## src/rtl/acq_pkg.sv

```systemverilog
`timescale 1ns/1ps
package acq_pkg;
  typedef enum logic [2:0] {
    PH_IDLE,
    PH_DELAY,
    PH_CONV,
    PH_READY,
    PH_SEND
  } phase_t;
endpackage

```

## src/rtl/acq_conv_delay.sv

```systemverilog
`timescale 1ns/1ps
// Counts conv_dly steps of STEP_CYC cycles, then emits a one-cycle strobe.
module acq_conv_delay #(
  parameter int DLY_W    = 24,
  parameter int STEP_CYC = 40
) (
  input  logic             clk,
  input  logic             rst_n,
  input  logic             arm,
  input  logic [DLY_W-1:0] dly,
  output logic             strobe
);
  localparam int TOT_W = DLY_W + $clog2(STEP_CYC + 1);

  logic [TOT_W-1:0] remain;
  logic             running;

  always_ff @(posedge clk or negedge rst_n) begin
    if (!rst_n) begin
      remain  <= '0;
      running <= 1'b0;
      strobe  <= 1'b0;
    end else begin
      strobe <= 1'b0;
      if (arm) begin
        remain  <= TOT_W'(dly) * TOT_W'(STEP_CYC);
        running <= 1'b1;
      end else if (running) begin
        if (remain == '0) begin
          strobe  <= 1'b1;
          running <= 1'b0;
        end else begin
          remain <= remain - TOT_W'(1);
        end
      end
    end
  end
endmodule

```

## src/rtl/acq_sample_reg.sv

```systemverilog
`timescale 1ns/1ps
// Holds one complete channel set until it has been sent.
module acq_sample_reg #(
  parameter int NCH = 16,
  parameter int DW  = 16
) (
  input  logic              clk,
  input  logic              rst_n,
  input  logic              load,
  input  logic [NCH*DW-1:0] din,
  output logic [NCH*DW-1:0] dout
);
  always_ff @(posedge clk or negedge rst_n) begin
    if (!rst_n)    dout <= '0;
    else if (load) dout <= din;
  end
endmodule

```

## src/rtl/acq_bus_tx.sv

```systemverilog
`timescale 1ns/1ps
// Walks optional header plus channel pairs onto the valid/ready bus,
// then emits the outgoing token pulse.
module acq_bus_tx #(
  parameter int NCH = 16,
  parameter int DW  = 16
) (
  input  logic              clk,
  input  logic              rst_n,
  input  logic              go,
  input  logic              master,
  input  logic [2*DW-1:0]   hdr,
  input  logic [NCH*DW-1:0] samples,
  input  logic              bus_ready,
  output logic              bus_valid,
  output logic [2*DW-1:0]   bus_data,
  output logic              tok_out_n,
  output logic              done
);
  localparam int NW = NCH / 2;
  localparam int IW = $clog2(NW + 2);
  localparam int WW = $clog2(NW);

  logic [2*DW-1:0] words [NW];
  logic [2*DW-1:0] hdr_q;
  logic            m_q;
  logic            active;
  logic            tok_pulse;
  logic [IW-1:0]   idx;
  logic [IW-1:0]   rel;
  logic            last;

  for (genvar g = 0; g < NW; g++) begin : g_pair
    assign words[g] = samples[g*2*DW +: 2*DW];
  end

  assign rel  = idx - IW'(m_q);
  assign last = (idx == IW'(NW - 1) + IW'(m_q));
  assign done = active && bus_ready && last;

  always_comb begin
    if (m_q && idx == '0) bus_data = hdr_q;
    else                  bus_data = words[WW'(rel)];
  end

  assign bus_valid = active;
  assign tok_out_n = ~tok_pulse;

  always_ff @(posedge clk or negedge rst_n) begin
    if (!rst_n) begin
      active    <= 1'b0;
      tok_pulse <= 1'b0;
      idx       <= '0;
      m_q       <= 1'b0;
      hdr_q     <= '0;
    end else begin
      tok_pulse <= 1'b0;
      if (go) begin
        active <= 1'b1;
        idx    <= '0;
        m_q    <= master;
        hdr_q  <= hdr;
      end else if (active && bus_ready) begin
        if (last) begin
          active    <= 1'b0;
          tok_pulse <= 1'b1;
        end else begin
          idx <= idx + IW'(1);
        end
      end
    end
  end
endmodule

```

## src/rtl/acq_bus_ctrl.sv

```systemverilog
`timescale 1ns/1ps
module acq_bus_ctrl
  import acq_pkg::*;
#(
  parameter int NCH      = 16,
  parameter int DW       = 16,
  parameter int SLOT_W   = 4,
  parameter int DLY_W    = 24,
  parameter int STEP_CYC = 40
) (
  input  logic              clk,
  input  logic              rst_n,
  input  logic              conv_trig,
  input  logic [DLY_W-1:0]  conv_dly,
  output logic              conv_start,
  input  logic              adc_valid,
  input  logic [NCH*DW-1:0] adc_data,
  input  logic [SLOT_W-1:0] slot_id,
  input  logic [2*DW-1:0]   hdr_word,
  input  logic              tok_in_n,
  output logic              tok_out_n,
  output logic [2*DW-1:0]   bus_data,
  output logic              bus_valid,
  input  logic              bus_ready,
  output logic              overrun
);
  phase_t            phase;
  logic              tok_held;
  logic              arm, load, go, tx_done;
  logic [NCH*DW-1:0] held_set;

  assign arm  = conv_trig && (phase == PH_IDLE);
  assign load = adc_valid && (phase == PH_CONV);
  assign go   = (phase == PH_READY) && (tok_held || !tok_in_n);

  acq_conv_delay #(.DLY_W(DLY_W), .STEP_CYC(STEP_CYC)) u_dly (
    .clk(clk), .rst_n(rst_n), .arm(arm), .dly(conv_dly), .strobe(conv_start)
  );

  acq_sample_reg #(.NCH(NCH), .DW(DW)) u_smp (
    .clk(clk), .rst_n(rst_n), .load(load), .din(adc_data), .dout(held_set)
  );

  acq_bus_tx #(.NCH(NCH), .DW(DW)) u_tx (
    .clk(clk), .rst_n(rst_n), .go(go), .master(slot_id != '0),
    .hdr(hdr_word), .samples(held_set), .bus_ready(bus_ready),
    .bus_valid(bus_valid), .bus_data(bus_data), .tok_out_n(tok_out_n),
    .done(tx_done)
  );

  always_ff @(posedge clk or negedge rst_n) begin
    if (!rst_n) begin
      phase    <= PH_IDLE;
      tok_held <= 1'b0;
      overrun  <= 1'b0;
    end else begin
      if (go)             tok_held <= 1'b0;
      else if (!tok_in_n) tok_held <= 1'b1;

      if (conv_trig && phase != PH_IDLE) overrun <= 1'b1;

      unique case (phase)
        PH_IDLE:  if (arm)        phase <= PH_DELAY;
        PH_DELAY: if (conv_start) phase <= PH_CONV;
        PH_CONV:  if (load)       phase <= PH_READY;
        PH_READY: if (go)         phase <= PH_SEND;
        PH_SEND:  if (tx_done)    phase <= PH_IDLE;
        default:                  phase <= PH_IDLE;
      endcase
    end
  end
endmodule

```

## config.mk

```make
export PLATFORM = sky130hd
export DESIGN_NAME = acq_bus_ctrl
export DESIGN_NICKNAME = d
export VERILOG_FILES = /design/src/rtl/acq_pkg.sv /design/src/rtl/acq_conv_delay.sv /design/src/rtl/acq_sample_reg.sv /design/src/rtl/acq_bus_tx.sv /design/src/rtl/acq_bus_ctrl.sv
export SDC_FILE = /design/constraint.sdc
export NUM_CORES = 1
export LEC_CHECK = 0
export BUFFER_PORTS_ARGS = -buffer_cell sky130_fd_sc_hd__buf_2
export CORE_MARGIN = 2
export CORE_UTILIZATION = 55
export CTS_CLUSTER_DIAMETER = 60
export DETAILED_ROUTE_END_ITERATION = 16
export PLACE_DENSITY = 0.8
export RECOVER_POWER = 25
export SETUP_SLACK_MARGIN = 0.4
export SYNTH_ARGS = -nofsm -noshare
export SYNTH_HDL_FRONTEND = slang
export SYNTH_SLANG_ARGS = --single-unit
```

## constraint.sdc

```tcl
create_clock -name clk -period 2.9 [get_ports clk]
set_input_delay 0 -clock clk [delete_from_list [all_inputs] [get_ports clk]]
set_output_delay 0 -clock clk [all_outputs]
set_load 0.005 [all_outputs]
```

---- Word level (Yosys, flattened, before mapping) ----
Cells that the tools add are included.
operators by class
  $add $sub $neg .......................... 4
  $mul .................................... 1
  order comparisons ....................... 1
  equal/unequal tests ..................... 13
  mux-type cells .......................... 30
  bitwise gates (word level) .............. 2
  reductions and logical operators ........ 21
operators with widths
  kind                                                                   number
  32-bit binary-select mux with 3-bit select                             1
  32-bit 2-to-1 mux                                                      3
  30-bit 2-to-1 mux                                                      3
  30-bit zero test                                                       1
  30-bit by 1-bit subtractor with 30-bit output, second input constant   1
  24-bit by 3-bit multiplier with 27-bit output, second input constant   1
  3-bit 2-to-1 mux                                                       5
  3-bit case mux with 5 select lines                                     1
  1-bit 2-to-1 mux                                                       14
  4-bit 2-to-1 mux                                                       3
  2-bit != test, second input constant                                   6
  1-bit logical AND                                                      7
  3-bit by 2-bit equality test with 1-bit output, second input constant  2
  2-bit AND reduction                                                    3
  2-bit nonzero test                                                     3
  5-bit AND reduction                                                    1
  3-bit by 1-bit adder with 4-bit output, first input constant           1
  4-bit by 1-bit adder with 4-bit output, second input constant          1
  4-bit equality test                                                    1
  4-bit greater-or-equal comparator, second input constant               1
  4-bit zero test                                                        1
  2-bit by 1-bit != test with 1-bit output, second input constant        2
  3-bit inverter with 4-bit output                                       1
  4-bit nonzero test                                                     1
  8 further kinds                                                        8
storage, ports and cells
  bits in registers ....................... 332
  bits of input ports ..................... 322
  word-level logic and storage cells ...... 84

---- Logic depth before layout (Yosys ltp) ----
  depth after elaboration ................. 6
  mapped depth ............................ 11

---- Hierarchy ----
Synthesis repeated with hierarchy kept, for this count alone.
unflattened totals
  cell total of the unflattened synthesis .. 1231
  area total of the unflattened synthesis .. 16732.3 um2
by module, submodules not included
  module          times used  cells an instance  area each (um2)  seq. area each (um2)
  acq_sample_reg  1           540                9594.2           6406.1
  acq_bus_tx      1           298                3642.2           975.9
  acq_conv_delay  1           365                3220.6           800.8
  acq_bus_ctrl    1           28                 275.3            125.1

---- Worst setup path after synthesis ----
Ideal clock, no wire load.
  path type ............................... flip-flop to flip-flop
  start ................................... reg u_dly.remain[14]
  end ..................................... reg u_dly.remain[27]
  arrival ................................. 2258 ps
  data required time ...................... 2810 ps
  slack ................................... 552 ps
  cell stages (with the launch flop) ...... 6
  path buffers ............................ 0
  cells stage by stage .................... dfrtp_1 or4_4 or2_4 or3_4 or4_4 o221ai_1
between the ends
  word-level cells in the longest chain between the ends .. 4
ends and longest elaborated chain
  element                                        RTL line              text
  from (decl)                                    acq_conv_delay.sv:15  logic [TOT_W-1:0] remain;
  from (signal assigned)                         acq_conv_delay.sv:26  remain <= TOT_W'(dly) * TOT_W'(STEP_CYC);
  from (signal assigned)                         acq_conv_delay.sv:33  remain <= remain - TOT_W'(1);
  30-bit by 1-bit subtractor with 30-bit output  acq_conv_delay.sv:33
  30-bit 2-to-1 mux                              acq_conv_delay.sv:29  if (remain == '0) begin
  30-bit 2-to-1 mux                              acq_conv_delay.sv:28  end else if (running) begin
  30-bit 2-to-1 mux                              acq_conv_delay.sv:25  if (arm) begin
Several ways; a longest one is shown, not always the timed one. The select of a mux whose other input is x is not followed.
A chain may end at the register's enable or synchronous reset.

---- Final worst setup path ----
  start ................................... reg u_tx.m_q
  end ..................................... out bus_data[8]
between the ends
  word-level cells in the longest chain between the ends .. 6
ends and longest elaborated chain
  element                                                 RTL line            text
  from (decl)                                             acq_bus_tx.sv:26    logic m_q;
  from (signal assigned)                                  acq_bus_tx.sv:61    m_q <= master;
  3-bit by 1-bit subtractor with 3-bit output             acq_bus_tx.sv:37    assign rel = idx - IW'(m_q);
  3-bit inverter with 4-bit output (implied by the code)  acq_bus_tx.sv:43    else bus_data = words[WW'(rel)];
  32-bit binary-select mux with 3-bit select              acq_bus_tx.sv:43
  32-bit 2-to-1 mux (implied by the code) (2 in a row)    acq_bus_tx.sv:43
  32-bit 2-to-1 mux (*)                                   acq_bus_tx.sv:42    if (m_q && idx == '0) bus_data = hdr_q;
  to (decl)                                               acq_bus_ctrl.sv:22  output logic [2*DW-1:0] bus_data,
Every way passes the cells marked *; elsewhere a longest branch is shown, timed or not. The select of a mux whose other input is x is not followed.

==> out/qor.csv <==
metric;value;unit
final_design_area_no_fill;0.02403;mm^2
cts_htree_levels;2;
vdd_drop_max;0.5915;mV
first_iter_violations;1064;
relSlewSlack;-57.54;%
drt-total-wl;60.58;mm
grt_start_max_net_pins;100;
slowest_stage;sky130_fd_sc_hd__mux4_2;
worstPathCellList;ha_4 -> buf_12 -> buf_16 -> mux4_2 -> mux2i_1 -> o21ai_0 -> buf_2;
yosysWarningCount;0;
gr-usage-all-layers;37.35;%
post_synth_inst_count;1272;
proportion_of_register_bits_with_asynchronous_set_or_reset_after_synthesis;100.0;%
ios;358;
y_dimension_of_the_die;178.1;um
tns;0;ns
mostFrequentLayoutCell;sky130_fd_sc_hd__buf_2;
finalMaxSlewViolations;97;
cts.root.buffer_cell;sky130_fd_sc_hd__clkbuf_16;
rsz0062_at_grt;true;
synth_enable_flop_cells;0;
vias;14454;
cts_inserted_buffers;37;
avgRoutedWirePerCell;25.47;um
peak_fanout_along_the_critical_path;13;
synthDistinctLibCells;62;
clock_sink_total;332;
critical_path.startpoint_type;flop;
finalSetupViolCount;0;
cts_tree;built;
yosys.area.top_type_share;49.86;%
ys.flop_type;sky130_fd_sc_hd__dfrtp_1;
cp_slowest_stage_delay;0.56;ns
ff2ff_path_depth;5;
full_die_area;0.03170;mm^2
top_cell_type_by_total_area_after_synthesis;sky130_fd_sc_hd__dfrtp_1;
synthesis.nets;1645;
worst_skew_pair.late_latency;0.54;ns
count_of_endpoints_failing_hold_in_the_final_timing_report;0;
finalCritPeriodShare;94.47;%
placedInstanceArea;0.01907;mm^2
grt.overflow.total;0;
power_density;831.1;mW/mm^2
cts_max_path_buffers;3;
worst-setup-path-type;flop to output pin;
setup.worst_path.end_class;output pin;
syn_avg_cell_area;13.10;um^2
min-delay-path-class;input pin to flop;
grt_pass1_vias;15879;
final_net_count;2327;
min_delay_path_depth;5;
die_width;178.1;um
postSynthRegisterBits;332;
cts.clk_slew.worst_paths;0.06;ns
p_leak;10.90;nW
core_region_area;0.02972;mm^2
wire_length_of_the_first_global_routing_pass;88.69;mm
postRouteAntennaNets;0;
dr.pass1.iters;7;
detail_route.vias_per_cell;6.076;
post-dp-hpwl;30.85;mm
place.gp.congestion;0.9038;
detailedPlace.worstSlack;0.1605;ns
initial_core_util;56.07;%
max_clock_freq;0.3650;GHz
maxCapViolCount;1;
share_of_synthesized_area_occupied_by_flip_flops_and_latches;49.86;%
areaGrowthSynthToFinish;44.21;%
antenna_found_initial;6;
finClkSkew;0.03699;ns
io_buffers;357;
failed_checks;max-capacitance violations, max-slew violations;
worst-slew-pin-transition;2.363;ns
biggest_area_contributors_in_the_synthesized_netlist;sky130_fd_sc_hd__dfrtp_1 50%, sky130_fd_sc_hd__mux2_2 19%, sky130_fd_sc_hd__mux4_2 8.7%;
final_critical_path_setup_slack;0.1603;ns
status;complete, but fails checks;
synth_area;0.01666;mm^2
drive_gt1_share;44.09;%
most-common-layout-cells;356 x sky130_fd_sc_hd__buf_2, 329 x sky130_fd_sc_hd__dfrtp_1, 300 x sky130_fd_sc_hd__dlygate4sd3_1;
worst-endpoint-required;2.90;ns
row_count;63;
timing.final.crit_period;2.740;ns
worst-endpoint-arrival;2.74;ns
drc;0;
[cell type report]
| type | count | area (um^2) |
|---|---|---|
| diodes | 9 | 22.52 |
| clock buffers | 55 | 1135 |
| clock inverters | 10 | 136.4 |
| fillers | 1540 | 5689 |
| inverters | 19 | 71.32 |
| multi-input cells | 847 | 8202 |
| flip-flops and latches | 332 | 8312 |
| well taps | 390 | 488.0 |
| repair buffers | 717 | 5662 |
[metal layers]
| metal | track usage [%] | share of wire [%] |
|---|---|---|
| met4 | 24.04 | 7.6 |
| met3 | 7.886 | 7.3 |
| met2 | 65.52 | 51 |
| met1 | 41.13 | 34 |
| met5 | 0 | 0.021 |
[timing repair]
item                       in CTS  in global routing
pin swaps                       3                  7
hold buffers                  300                  0
buffers inserted               15                  9
cloned                          5                  1
resized for setup              31                 41
hold endpoints to repair      398                  0
setup endpoints to repair      51                 60
[cell families after synthesis]
group,after synthesis,synth area share [%]
xor+xnor,20,1.051
flops,332,49.86
fa+ha+maj,51,3.875
buf+inv,93,2.118
compound gates,186,6.908
mux,388,30.28
simple gates,202,5.910
[sequential cells by signal, summed over array words and instances (netlist names), 3 cells and up]
name and cells:
u_smp.dout 256, u_tx.hdr_q 32, u_dly.remain 30, phase 3, u_tx.idx 4
[path summary, 6_finish.rpt]
path                                           endpoint  slack (ns)                         start
max reg2reg                u_dly.remain[27]$_DFFE_PN0P_        0.43  u_dly.remain[14]$_DFFE_PN0P_
min in group asynchronous    u_tx.hdr_q[11]$_DFFE_PN0P_        0.73                         rst_n
min reg2reg                 u_smp.dout[180]$_DFFE_PN0P_        0.50   u_smp.dout[180]$_DFFE_PN0P_
min                         u_dly.remain[6]$_DFFE_PN0P_        0.07                   conv_dly[1]
max                                         bus_data[8]        0.16          u_tx.m_q$_DFFE_PN0P_
max in group asynchronous       u_tx.idx[1]$_DFFE_PN0P_        0.60                         rst_n
[power breakdown]
part | internal (W) | switching, W
Clock | 0.00291 | 0.00207
Combinational | 0.00474 | 0.00405
Sequential | 0.00548 | 0.000727
Total | 0.0131 | 0.00684
[cells in the mapped netlist, types with 9 or more instances]
cell type	n
sky130_fd_sc_hd__a21o_1	9
sky130_fd_sc_hd__a21oi_1	40
sky130_fd_sc_hd__a31oi_1	9
sky130_fd_sc_hd__buf_1	10
sky130_fd_sc_hd__clkbuf_1	61
sky130_fd_sc_hd__dfrtp_1	332
sky130_fd_sc_hd__ha_1	50
sky130_fd_sc_hd__inv_1	19
sky130_fd_sc_hd__mux2_2	288
sky130_fd_sc_hd__mux2i_1	36
sky130_fd_sc_hd__mux4_2	64
sky130_fd_sc_hd__nand2_1	64
sky130_fd_sc_hd__nand3_1	17
sky130_fd_sc_hd__nand4_1	11
sky130_fd_sc_hd__nor2_1	51
sky130_fd_sc_hd__nor3_1	19
sky130_fd_sc_hd__o21a_1	10
sky130_fd_sc_hd__o21ai_0	64
sky130_fd_sc_hd__xor2_1	12
[critical path: cells and delay by family, from the launching register on]
kind	cells	cell delay [ns]
AOI/OAI and AO/OA	1	0.15
adders and majority gates	1	0.31
buffers and inverters	3	0.48
DFF	1	0.43
muxes	2	0.83
[per-stage QoR]
| stage | total power, W | util, % | std cells | hold slack, ns |
|---|---|---|---|---|
| 3_5_place_dp | 0.01248 | 64.16 | 1975 | 0.1037 |
| 2_1_floorplan | 0.01011 | - | 1272 | -0.2956 |
| 6_report | 0.01997 | 80.86 | 2379 | 0.07265 |
| 5_1_grt | 0.02071 | 80.82 | 2375 | 0.1145 |
| 4_1_cts | 0.01883 | 80.01 | 2360 | 0.05879 |
| 3_3_place_gp | 0.01230 | 64.16 | 1975 | 0.09557 |
(Power assumes the default switching activity.)
